==> src/rtl/qtmr_pkg.sv <==
package qtmr_pkg;

    localparam int DATA_W = 32;

    // control field positions (decoded by the channel)
    localparam int CTL_EN     = 7;
    localparam int CTL_PER    = 6;
    localparam int CTL_PRE_HI = 3;
    localparam int CTL_PRE_LO = 2;
    localparam int CTL_WIDE   = 1;
    localparam int CTL_ONE    = 0;

    // word index inside a 16-byte block
    localparam logic [1:0] CH_LOAD = 2'd0;
    localparam logic [1:0] CH_VAL  = 2'd1;
    localparam logic [1:0] CH_CTRL = 2'd2;
    localparam logic [1:0] CH_BGL  = 2'd3;

    localparam logic [1:0] SH_MASK = 2'd0;
    localparam logic [1:0] SH_RAW  = 2'd1;
    localparam logic [1:0] SH_MIS  = 2'd2;
    localparam logic [1:0] SH_CLR  = 2'd3;

    typedef enum logic {
        CH_HALT = 1'b0,
        CH_RUN  = 1'b1
    } chan_state_e;

    typedef enum logic [1:0] {
        MODE_FREE     = 2'd0,
        MODE_PERIODIC = 2'd1,
        MODE_ONESHOT  = 2'd2
    } cnt_mode_e;

endpackage

==> src/rtl/qtmr_prescale.sv <==
module qtmr_prescale #(
    parameter int MID_LOG2 = 4,
    parameter int HI_LOG2  = 8
) (
    input  logic       clk,
    input  logic       rst_n,
    input  logic       run,
    input  logic       restart,
    input  logic [1:0] sel,
    output logic       tick
);
    localparam int PW = HI_LOG2;
    localparam logic [PW-1:0] LIM_MID = {PW{1'b1}} >> (PW - MID_LOG2);
    localparam logic [PW-1:0] LIM_HI  = {PW{1'b1}};

    logic [PW-1:0] div_q;
    logic [PW-1:0] limit;

    always_comb begin
        unique case (sel)
            2'b00:   limit = '0;
            2'b01:   limit = LIM_MID;
            default: limit = LIM_HI;
        endcase
    end

    assign tick = run && !restart && (div_q == limit);

    always_ff @(posedge clk or negedge rst_n) begin
        if (!rst_n) begin
            div_q <= '0;
        end else if (!run || restart || tick) begin
            div_q <= '0;
        end else begin
            div_q <= div_q + 1'b1;
        end
    end

endmodule

==> src/rtl/qtmr_chan.sv <==
module qtmr_chan
    import qtmr_pkg::*;
#(
    parameter int NARROW_W = 16,
    parameter int MID_LOG2 = 4,
    parameter int HI_LOG2  = 8
) (
    input  logic              clk,
    input  logic              rst_n,
    input  logic              wr_load,
    input  logic              wr_bgl,
    input  logic              wr_ctrl,
    input  logic [DATA_W-1:0] wdata,
    output logic [DATA_W-1:0] value_o,
    output logic [DATA_W-1:0] bgl_o,
    output logic [DATA_W-1:0] ctrl_o,
    output logic              expire_o,
    output logic              running_o,
    output logic              oneshot_o
);
    localparam logic [DATA_W-1:0] NARROW_MASK =
        {{(DATA_W-NARROW_W){1'b0}}, {NARROW_W{1'b1}}};

    chan_state_e       state_q, state_d;
    cnt_mode_e         mode;
    logic [DATA_W-1:0] cnt_q, bgl_q;
    logic              per_q, wide_q, one_q;
    logic [1:0]        pre_q;
    logic [DATA_W-1:0] width_mask, cnt_view;
    logic              tick, underflow;

    qtmr_prescale #(
        .MID_LOG2(MID_LOG2),
        .HI_LOG2 (HI_LOG2)
    ) u_pre (
        .clk    (clk),
        .rst_n  (rst_n),
        .run    (state_q == CH_RUN),
        .restart(wr_load),
        .sel    (pre_q),
        .tick   (tick)
    );

    // state register
    always_ff @(posedge clk or negedge rst_n) begin
        if (!rst_n) state_q <= CH_HALT;
        else        state_q <= state_d;
    end

    // next state: START, STOP, EXPIRE
    always_comb begin
        state_d = state_q;
        unique case (state_q)
            CH_HALT: begin
                if (wr_ctrl && wdata[CTL_EN]) state_d = CH_RUN;
            end
            CH_RUN: begin
                if (wr_ctrl)
                    state_d = wdata[CTL_EN] ? CH_RUN : CH_HALT;
                else if (underflow && mode == MODE_ONESHOT)
                    state_d = CH_HALT;
            end
            default: state_d = CH_HALT;
        endcase
    end

    // outputs and derived values
    always_comb begin
        if (one_q)      mode = MODE_ONESHOT;
        else if (per_q) mode = MODE_PERIODIC;
        else            mode = MODE_FREE;
        width_mask = wide_q ? {DATA_W{1'b1}} : NARROW_MASK;
        cnt_view   = cnt_q & width_mask;
        underflow  = tick && (cnt_view == '0);
        value_o    = cnt_view;
        bgl_o      = bgl_q;
        ctrl_o     = '0;
        ctrl_o[CTL_EN]                  = (state_q == CH_RUN);
        ctrl_o[CTL_PER]                 = per_q;
        ctrl_o[CTL_PRE_HI:CTL_PRE_LO]   = pre_q;
        ctrl_o[CTL_WIDE]                = wide_q;
        ctrl_o[CTL_ONE]                 = one_q;
        expire_o   = underflow;
        running_o  = (state_q == CH_RUN);
        oneshot_o  = (mode == MODE_ONESHOT);
    end

    // counter datapath
    always_ff @(posedge clk or negedge rst_n) begin
        if (!rst_n) begin
            cnt_q <= '0;
        end else if (wr_load) begin
            cnt_q <= wdata;
        end else if (underflow) begin
            unique case (mode)
                MODE_ONESHOT:  cnt_q <= '0;
                MODE_PERIODIC: cnt_q <= bgl_q;
                default:       cnt_q <= width_mask;
            endcase
        end else if (tick) begin
            cnt_q <= (cnt_view - 1'b1) & width_mask;
        end
    end

    // background load and control fields
    always_ff @(posedge clk or negedge rst_n) begin
        if (!rst_n) begin
            bgl_q  <= '0;
            per_q  <= 1'b0;
            pre_q  <= 2'b00;
            wide_q <= 1'b0;
            one_q  <= 1'b0;
        end else begin
            if (wr_load || wr_bgl) bgl_q <= wdata;
            if (wr_ctrl) begin
                per_q  <= wdata[CTL_PER];
                pre_q  <= wdata[CTL_PRE_HI:CTL_PRE_LO];
                wide_q <= wdata[CTL_WIDE];
                one_q  <= wdata[CTL_ONE];
            end
        end
    end

endmodule

==> src/rtl/quad_down_timer.sv <==
module quad_down_timer
    import qtmr_pkg::*;
#(
    parameter int N_CH     = 4,
    parameter int ADDR_W   = 8,
    parameter int NARROW_W = 16,
    parameter int MID_LOG2 = 4,
    parameter int HI_LOG2  = 8
) (
    input  logic              clk,
    input  logic              rst_n,
    input  logic [ADDR_W-1:0] bus_addr,
    input  logic              bus_we,
    input  logic [31:0]       bus_wdata,
    output logic [31:0]       bus_rdata,
    output logic              irq_o
);
    localparam int SEL_W = ADDR_W - 4;

    logic [SEL_W-1:0] blk_sel;
    logic [1:0]       word_sel;

    logic [N_CH-1:0]             chan_expire, chan_run, chan_oneshot, chan_touch;
    logic [N_CH-1:0][DATA_W-1:0] chan_value, chan_bgl, chan_ctrl;
    logic [N_CH-1:0]             mask_q, raw_q, mis;
    logic                        sh_hit;

    assign blk_sel  = bus_addr[ADDR_W-1:4];
    assign word_sel = bus_addr[3:2];
    assign sh_hit   = (blk_sel == '0);

    for (genvar c = 0; c < N_CH; c++) begin : g_ch
        logic hit;
        assign hit           = (blk_sel == SEL_W'(c + 1));
        assign chan_touch[c] = hit && bus_we;

        qtmr_chan #(
            .NARROW_W(NARROW_W),
            .MID_LOG2(MID_LOG2),
            .HI_LOG2 (HI_LOG2)
        ) u_chan (
            .clk      (clk),
            .rst_n    (rst_n),
            .wr_load  (chan_touch[c] && word_sel == CH_LOAD),
            .wr_bgl   (chan_touch[c] && word_sel == CH_BGL),
            .wr_ctrl  (chan_touch[c] && word_sel == CH_CTRL),
            .wdata    (bus_wdata),
            .value_o  (chan_value[c]),
            .bgl_o    (chan_bgl[c]),
            .ctrl_o   (chan_ctrl[c]),
            .expire_o (chan_expire[c]),
            .running_o(chan_run[c]),
            .oneshot_o(chan_oneshot[c])
        );
    end

    // shared interrupt registers; a new event wins over a clear
    always_ff @(posedge clk or negedge rst_n) begin
        if (!rst_n) begin
            mask_q <= '0;
            raw_q  <= '0;
        end else begin
            if (bus_we && sh_hit && word_sel == SH_MASK)
                mask_q <= bus_wdata[N_CH-1:0];
            if (bus_we && sh_hit && word_sel == SH_CLR)
                raw_q <= (raw_q & ~bus_wdata[N_CH-1:0]) | chan_expire;
            else
                raw_q <= raw_q | chan_expire;
        end
    end

    assign mis   = raw_q & mask_q;
    assign irq_o = |mis;

    // read mux
    always_comb begin
        bus_rdata = '0;
        if (sh_hit) begin
            unique case (word_sel)
                SH_MASK: bus_rdata = 32'(mask_q);
                SH_RAW:  bus_rdata = 32'(raw_q);
                SH_MIS:  bus_rdata = 32'(mis);
                default: bus_rdata = '0;
            endcase
        end
        for (int c = 0; c < N_CH; c++) begin
            if (blk_sel == SEL_W'(c + 1)) begin
                unique case (word_sel)
                    CH_LOAD: bus_rdata = chan_bgl[c];
                    CH_VAL:  bus_rdata = chan_value[c];
                    CH_CTRL: bus_rdata = chan_ctrl[c];
                    default: bus_rdata = chan_bgl[c];
                endcase
            end
        end
    end

endmodule

==> config.mk <==
export PLATFORM = sky130hd
export DESIGN_NAME = quad_down_timer
export DESIGN_NICKNAME = d
export VERILOG_FILES = /design/src/rtl/qtmr_pkg.sv /design/src/rtl/qtmr_prescale.sv /design/src/rtl/qtmr_chan.sv /design/src/rtl/quad_down_timer.sv
export SDC_FILE = /design/constraint.sdc
export NUM_CORES = 1
export LEC_CHECK = 0
export ABC_AREA = 1
export BUFFER_PORTS_ARGS = -buffer_cell sky130_fd_sc_hd__buf_4
export CAP_MARGIN = 20
export CELL_PAD_IN_SITES_DETAIL_PLACEMENT = 1
export CELL_PAD_IN_SITES_GLOBAL_PLACEMENT = 2
export CORE_MARGIN = 2
export CORE_UTILIZATION = 32
export DETAILED_ROUTE_END_ITERATION = 12
export PLACE_DENSITY = 0.78
export SLEW_MARGIN = 20
export SYNTH_ARGS = -nofsm -noshare
export SYNTH_HDL_FRONTEND = slang
export SYNTH_HIERARCHICAL = 1
export SYNTH_SLANG_ARGS = --single-unit
==> constraint.sdc <==
create_clock -name clk -period 1.7 [get_ports clk]
set_input_delay 0.34 -clock clk [delete_from_list [all_inputs] [get_ports clk]]
set_output_delay 0.34 -clock clk [all_outputs]
set_load 0.03 [all_outputs]
# Word-level counts from Yosys, hierarchy flattened
# Cells that the tools add are included.
dict set report word_totals {
  out_inout_bits 33
  wordCells 220
  inputBits 43
  regBits 320
}
dict set report classes {
  n_bitwise 17
  n_eq_ne 23
  muxes 64
  n_reduce_logical 74
  n_addsub 8
}
# operator count
set ops {}
lappend ops {{2-to-1 mux 32 bit} 20}
lappend ops {{one-hot mux 32 bit (2 select lines)} 8}
lappend ops {{AND 32 bit} 8}
lappend ops {{logical NOT 32 bit} 4}
lappend ops {{subtractor 32 x 1 -> 32 bit (second input constant)} 4}
lappend ops {{one-hot mux 8 bit (2 select lines)} 4}
lappend ops {{logical AND 1 bit} 39}
lappend ops {{adder 8 x 1 -> 8 bit (second input constant)} 4}
lappend ops {{equality test 8 bit} 4}
lappend ops {{2-to-1 mux 8 bit} 4}
lappend ops {{equality test 2 x 1 -> 1 bit (second input constant)} 9}
lappend ops {{2-to-1 mux 1 bit} 17}
lappend ops {{equality test 2 bit (second input constant)} 6}
lappend ops {{logical OR 1 bit} 12}
lappend ops {{one-hot mux 4 bit (3 select lines)} 1}
lappend ops {{nonzero test 3 bit} 4}
lappend ops {{logical NOT 2 bit} 5}
lappend ops {{AND 4 bit} 2}
lappend ops {{equality test 4 x 2 -> 1 bit (second input constant)} 2}
lappend ops {{logical NOT 1 bit} 8}
lappend ops {{2-to-1 mux 2 bit} 4}
lappend ops {{2-to-1 mux 4 bit} 2}
lappend ops {{OR 4 bit} 2}
lappend ops {{one-hot mux 1 bit (2 select lines)} 4}
lappend ops {{other kinds (6)} 9}

# Depth between registers and ports, before layout
dict set report depth {
  ltp_word 11
  mapped_depth 18
  depth_no_buf 16
}

# By module
# The synthesis kept the hierarchy.
# module area_per_inst_um2 seq_area_each_um2 cells_per_inst instances
set modules_own_cells {}
lappend modules_own_cells {qtmr_chan 5022.3 1751.7 736 4}
lappend modules_own_cells {quad_down_timer 4230.3 200.2 857 1}
lappend modules_own_cells {qtmr_prescale 483.0 200.2 70 4}

# Worst setup path after synthesis
# Ideal clock, no wire load.
dict set report synth_timing {
  path_type {input-to-reg}
  startpoint {input bus_addr[4]}
  endpoint {register g_ch[1].u_chan.cnt_q[13]}
  cell_stages 15
  arrival_ns 2.131
  n_path_buf 1
  path_slack_ns -0.500
  required_time_ns 1.631
  setup_time_ns 0.069
  cell_sequence {inv_1 -> nand2_1 -> nor2_4 -> buf_4 -> nand2_1 -> nor2_1 -> nor2_1 -> inv_1 -> nor2_1 -> inv_1 -> nor4_2 -> nand3_1 -> nand2_1 -> nand3_1 -> nand3_1}
}
dict set report synth_via {
  elab_chain_len 9
  elab_cells_between_ends 10
  cone_classes {eq/ne (1); mux (2); reduce/logical (7)}
}
# item line
set synth_rtl {}
lappend synth_rtl {{from (decl)} quad_down_timer.sv:12} ;# input logic [ADDR_W-1:0] bus_addr,
lappend synth_rtl {{equality test 4 x 2 -> 1 bit *} quad_down_timer.sv:34} ;# assign hit = (blk_sel == SEL_W'(c + 1));
lappend synth_rtl {{logical AND 1 bit *} quad_down_timer.sv:35} ;# assign chan_touch[c] = hit && bus_we;
lappend synth_rtl {{logical AND 1 bit *} quad_down_timer.sv:44} ;# .wr_load (chan_touch[c] && word_sel == CH_LOAD),
lappend synth_rtl {{logical NOT 1 bit *} qtmr_prescale.sv:27} ;# assign tick = run && !restart && (div_q == limit);
lappend synth_rtl {{logical AND 1 bit * (2 in series)} qtmr_prescale.sv:27}
lappend synth_rtl {{named net g_ch[1].u_chan.tick} qtmr_chan.sv:30} ;# logic tick, underflow;
lappend synth_rtl {{logical AND 1 bit} qtmr_chan.sv:74} ;# underflow = tick && (cnt_view == '0);
lappend synth_rtl {{2-to-1 mux 32 bit} qtmr_chan.sv:94} ;# end else if (underflow) begin
lappend synth_rtl {{2-to-1 mux 32 bit} qtmr_chan.sv:92} ;# end else if (wr_load) begin
lappend synth_rtl {{to (signal assigned)} qtmr_chan.sv:93} ;# cnt_q <= wdata;
lappend synth_rtl {{to (signal assigned)} qtmr_chan.sv:97} ;# MODE_PERIODIC: cnt_q <= bgl_q;
lappend synth_rtl {{to (signal assigned)} qtmr_chan.sv:98} ;# default: cnt_q <= width_mask;
lappend synth_rtl {{to (decl)} qtmr_chan.sv:26} ;# logic [DATA_W-1:0] cnt_q, bgl_q;
# Mark *: on every way through the listed nets, which the timed path passes. The rest lies on a longest branch.
# A chain may end at the register's enable or synchronous reset.

==> results.toml <==
[floorplan]
die_area_sq_um = 84290
ioPinCount = 76
start_util = 0.3216
core-area_sq_um = 81580
die_y_um = 290.3
rows = 105
die_w_um = 290.3

[worst_hold_path]
hold_depth = 3
hold_path.class = "input pin to flop"

[timing]
max_clock_freq_mhz = 384.4
maxSlewHeadroom = 0.5787
skew_ps = 34.44
fin_crit_ps = 2601
whs_ps = 121.0
hold_violations = 0
worst_pin_slew_ps = 632.0
final-setup-viol-count = 201
layout_setup_ws_ps = -901.4
fin_crit_sh = 1.530
rsz0062_at_grt = "true"
drv_slew = 0

[worst_setup_path]
path_max_fanout = 7
worstRegToRegCells = 12
cp-startpoint = "g_ch[3].u_chan/wide_q"
cp-end-kind = "output port"
crit_end = "bus_rdata[31]"
path_cells = "buf_12 -> buf_12 -> nand2_4 -> inv_4 -> nand2_4 -> nand3_2 -> nand3_2 -> nand4_1 -> buf_6 -> buf_6"
r2r_end = "g_ch[1].u_chan/running_o"
required_ps = 1360
crit_type = "flop to output port"
slowest_delay_ps = 410
arrival_ps = 2260
reg2reg_from = "g_ch[1].u_chan/u_pre/div_q[0]"
r2r_slack_ps = -560
crit_path_start_kind = "flop"
critPathSlowestCell = "dfrtp_1"

[drt]
drcViolationCount = 0
first_iter_violations = 2436
wl_per_cell_um = 23.58
wl_mm = 140.4
ant_nets = 0
vias = 31330
first_pass_iters = 6
detail_route.vias_per_cell = 5.260

[global_routing]
grt_pass1_wl_mm = 201.4
grt_overflow = 0
grt_pass1_vias = 31380
grt_max_degree = 67
grtUsageTotal = 0.3141
antenna_found_initial = 4

[place]
dp.cells = 5642
place.gp.congestion = 0.9259
placed_area_sq_um = 33430
numPortBuffers = 73
hpwl_mm = 95.73
dp_slack_ps = -668.0

[finish]
post-route-cell-area_sq_um = 40900
final_cell_count_no_fill = 5956
layout.core_utilization = 0.5013
area_growth_pct = 55.87
drive_above_1_share = 0.4167
nets = 4906

[clock_tree]
cts-buffers-inserted = 44
cts_root_buffer = "clkbuf_16"
htreeDepth = 2
cts_sinks = 320
clk_latency_ps = 610
clk_pin_slew_ps = 60
cts_tree = "built"
clk_path_buf_depth = 3

[pwr]
cellPowerDensity_nw_per_um2 = 1216
ir_drop_v = 0.0007568
p_leak_nw = 21.27

[run_status]
violations = "setup timing"
outcome = "complete, but fails checks"

[yosys]
syn_inst = 4077
yosys_warnings = 6
netlist_area_sq_um = 26240
synth.avg_cell_area_sq_um = 6.435

[job]
max_cap_viol_count = 0
[cells in the final DEF, fill, tap and decap left out, drive strengths merged]
cell type	n
nor4	4
mux2	36
bufbuf	1
nor2	461
inv	404
a22oi	48
a21oi	120
xnor2	16
dfrtp	320
o21ai	253
o211ai	37
diode	2
bufinv	6
clkinvlp	4
nor3	5
buf	993
nand4	63
clkinv	8
nand3	463
ha	13
clkbuf	71
or2	75
nand2	1338
dlygate4sd3	1
xor2	40
conb	104
[stage by stage]
step	total power [mW]	TNS, ps
floorplan	23.01	-20940
global placement	32.13	-149210
detailed placement	32.62	-155990
CTS	46.88	-70880
global route	52.16	-94770
finish	49.72	-79390
[critical path: cells and delay by family, from the launching register on]
family	cells	cell delay, ps
flip-flops	1	410
AND/OR/NAND/NOR	5	550
buffers and inverters	5	700
[worst min-delay path by stage]
stage | startpoint | endpoint | slack, ps
after CTS | bus_wdata[24] | g_ch[2].u_chan/bgl_o[24] | 90
after floorplan | rst_n | g_ch[0].u_chan/bgl_o[0] | 40
after detailed placement | rst_n | g_ch[0].u_chan/cnt_q[27] | 200
final | bus_wdata[29] | g_ch[3].u_chan/bgl_o[29] | 120
after global routing | bus_wdata[5] | g_ch[3].u_chan/bgl_o[5] | 120
after global placement | rst_n | g_ch[0].u_chan/cnt_q[23] | 200
[state kept, by name, summed over array words and instances, names as in the netlist]
register / flops
g_ch.u_chan/cnt_q: 128
g_ch.u_chan/pre_q: 8
raw_q: 4
g_ch.u_chan/running_o: 4
g_ch.u_chan/one_q: 4
g_ch.u_chan/u_pre/div_q: 32
g_ch.u_chan/bgl_o: 128
g_ch.u_chan/per_q: 4
mask_q: 4
g_ch.u_chan/wide_q: 4
[routing by layer]
layer | GRT usage | up-vias | wire length, um
li1 | - | 14280 | -
met1 | 0.4339 | 15670 | 61250
met2 | 0.4928 | 1056 | 63270
met3 | 0.04298 | 320 | 8892
met4 | 0.1286 | 6 | 6974
met5 | 0 | - | 33
[cell type report]
class                           instances  area (sq um)
Multi-Input combinational cell       3076         18350
Clock inverter                         17         259.0
Clock buffer                           63          1313
Tap cell                             1070          1339
Sequential cell                       320          8023
Antenna cell                            2         5.005
Inverter                              405          1639
Timing Repair Buffer                 1003          9965
Fill cell                            9985         40690
[repair_timing]
item / CTS / global route
hold buffers: 1 / 0
endpoints found under the hold margin: 103 / 0
resized for setup: 596 / 357
setup buffers: 128 / 91
cloned: 27 / 11
endpoints found under the setup margin: 169 / 224
pin swaps: 215 / 208
[power breakdown]
| part | leakage (nW) | total (mW) | internal [mW] | switching, mW |
|---|---|---|---|---|
| clock | 0.773 | 10.4 | 6.27 | 4.10 |
| combinational | 16.4 | 28.1 | 12.6 | 15.5 |
| sequential | 4.12 | 11.2 | 9.33 | 1.89 |
(Power assumes the default switching activity.)
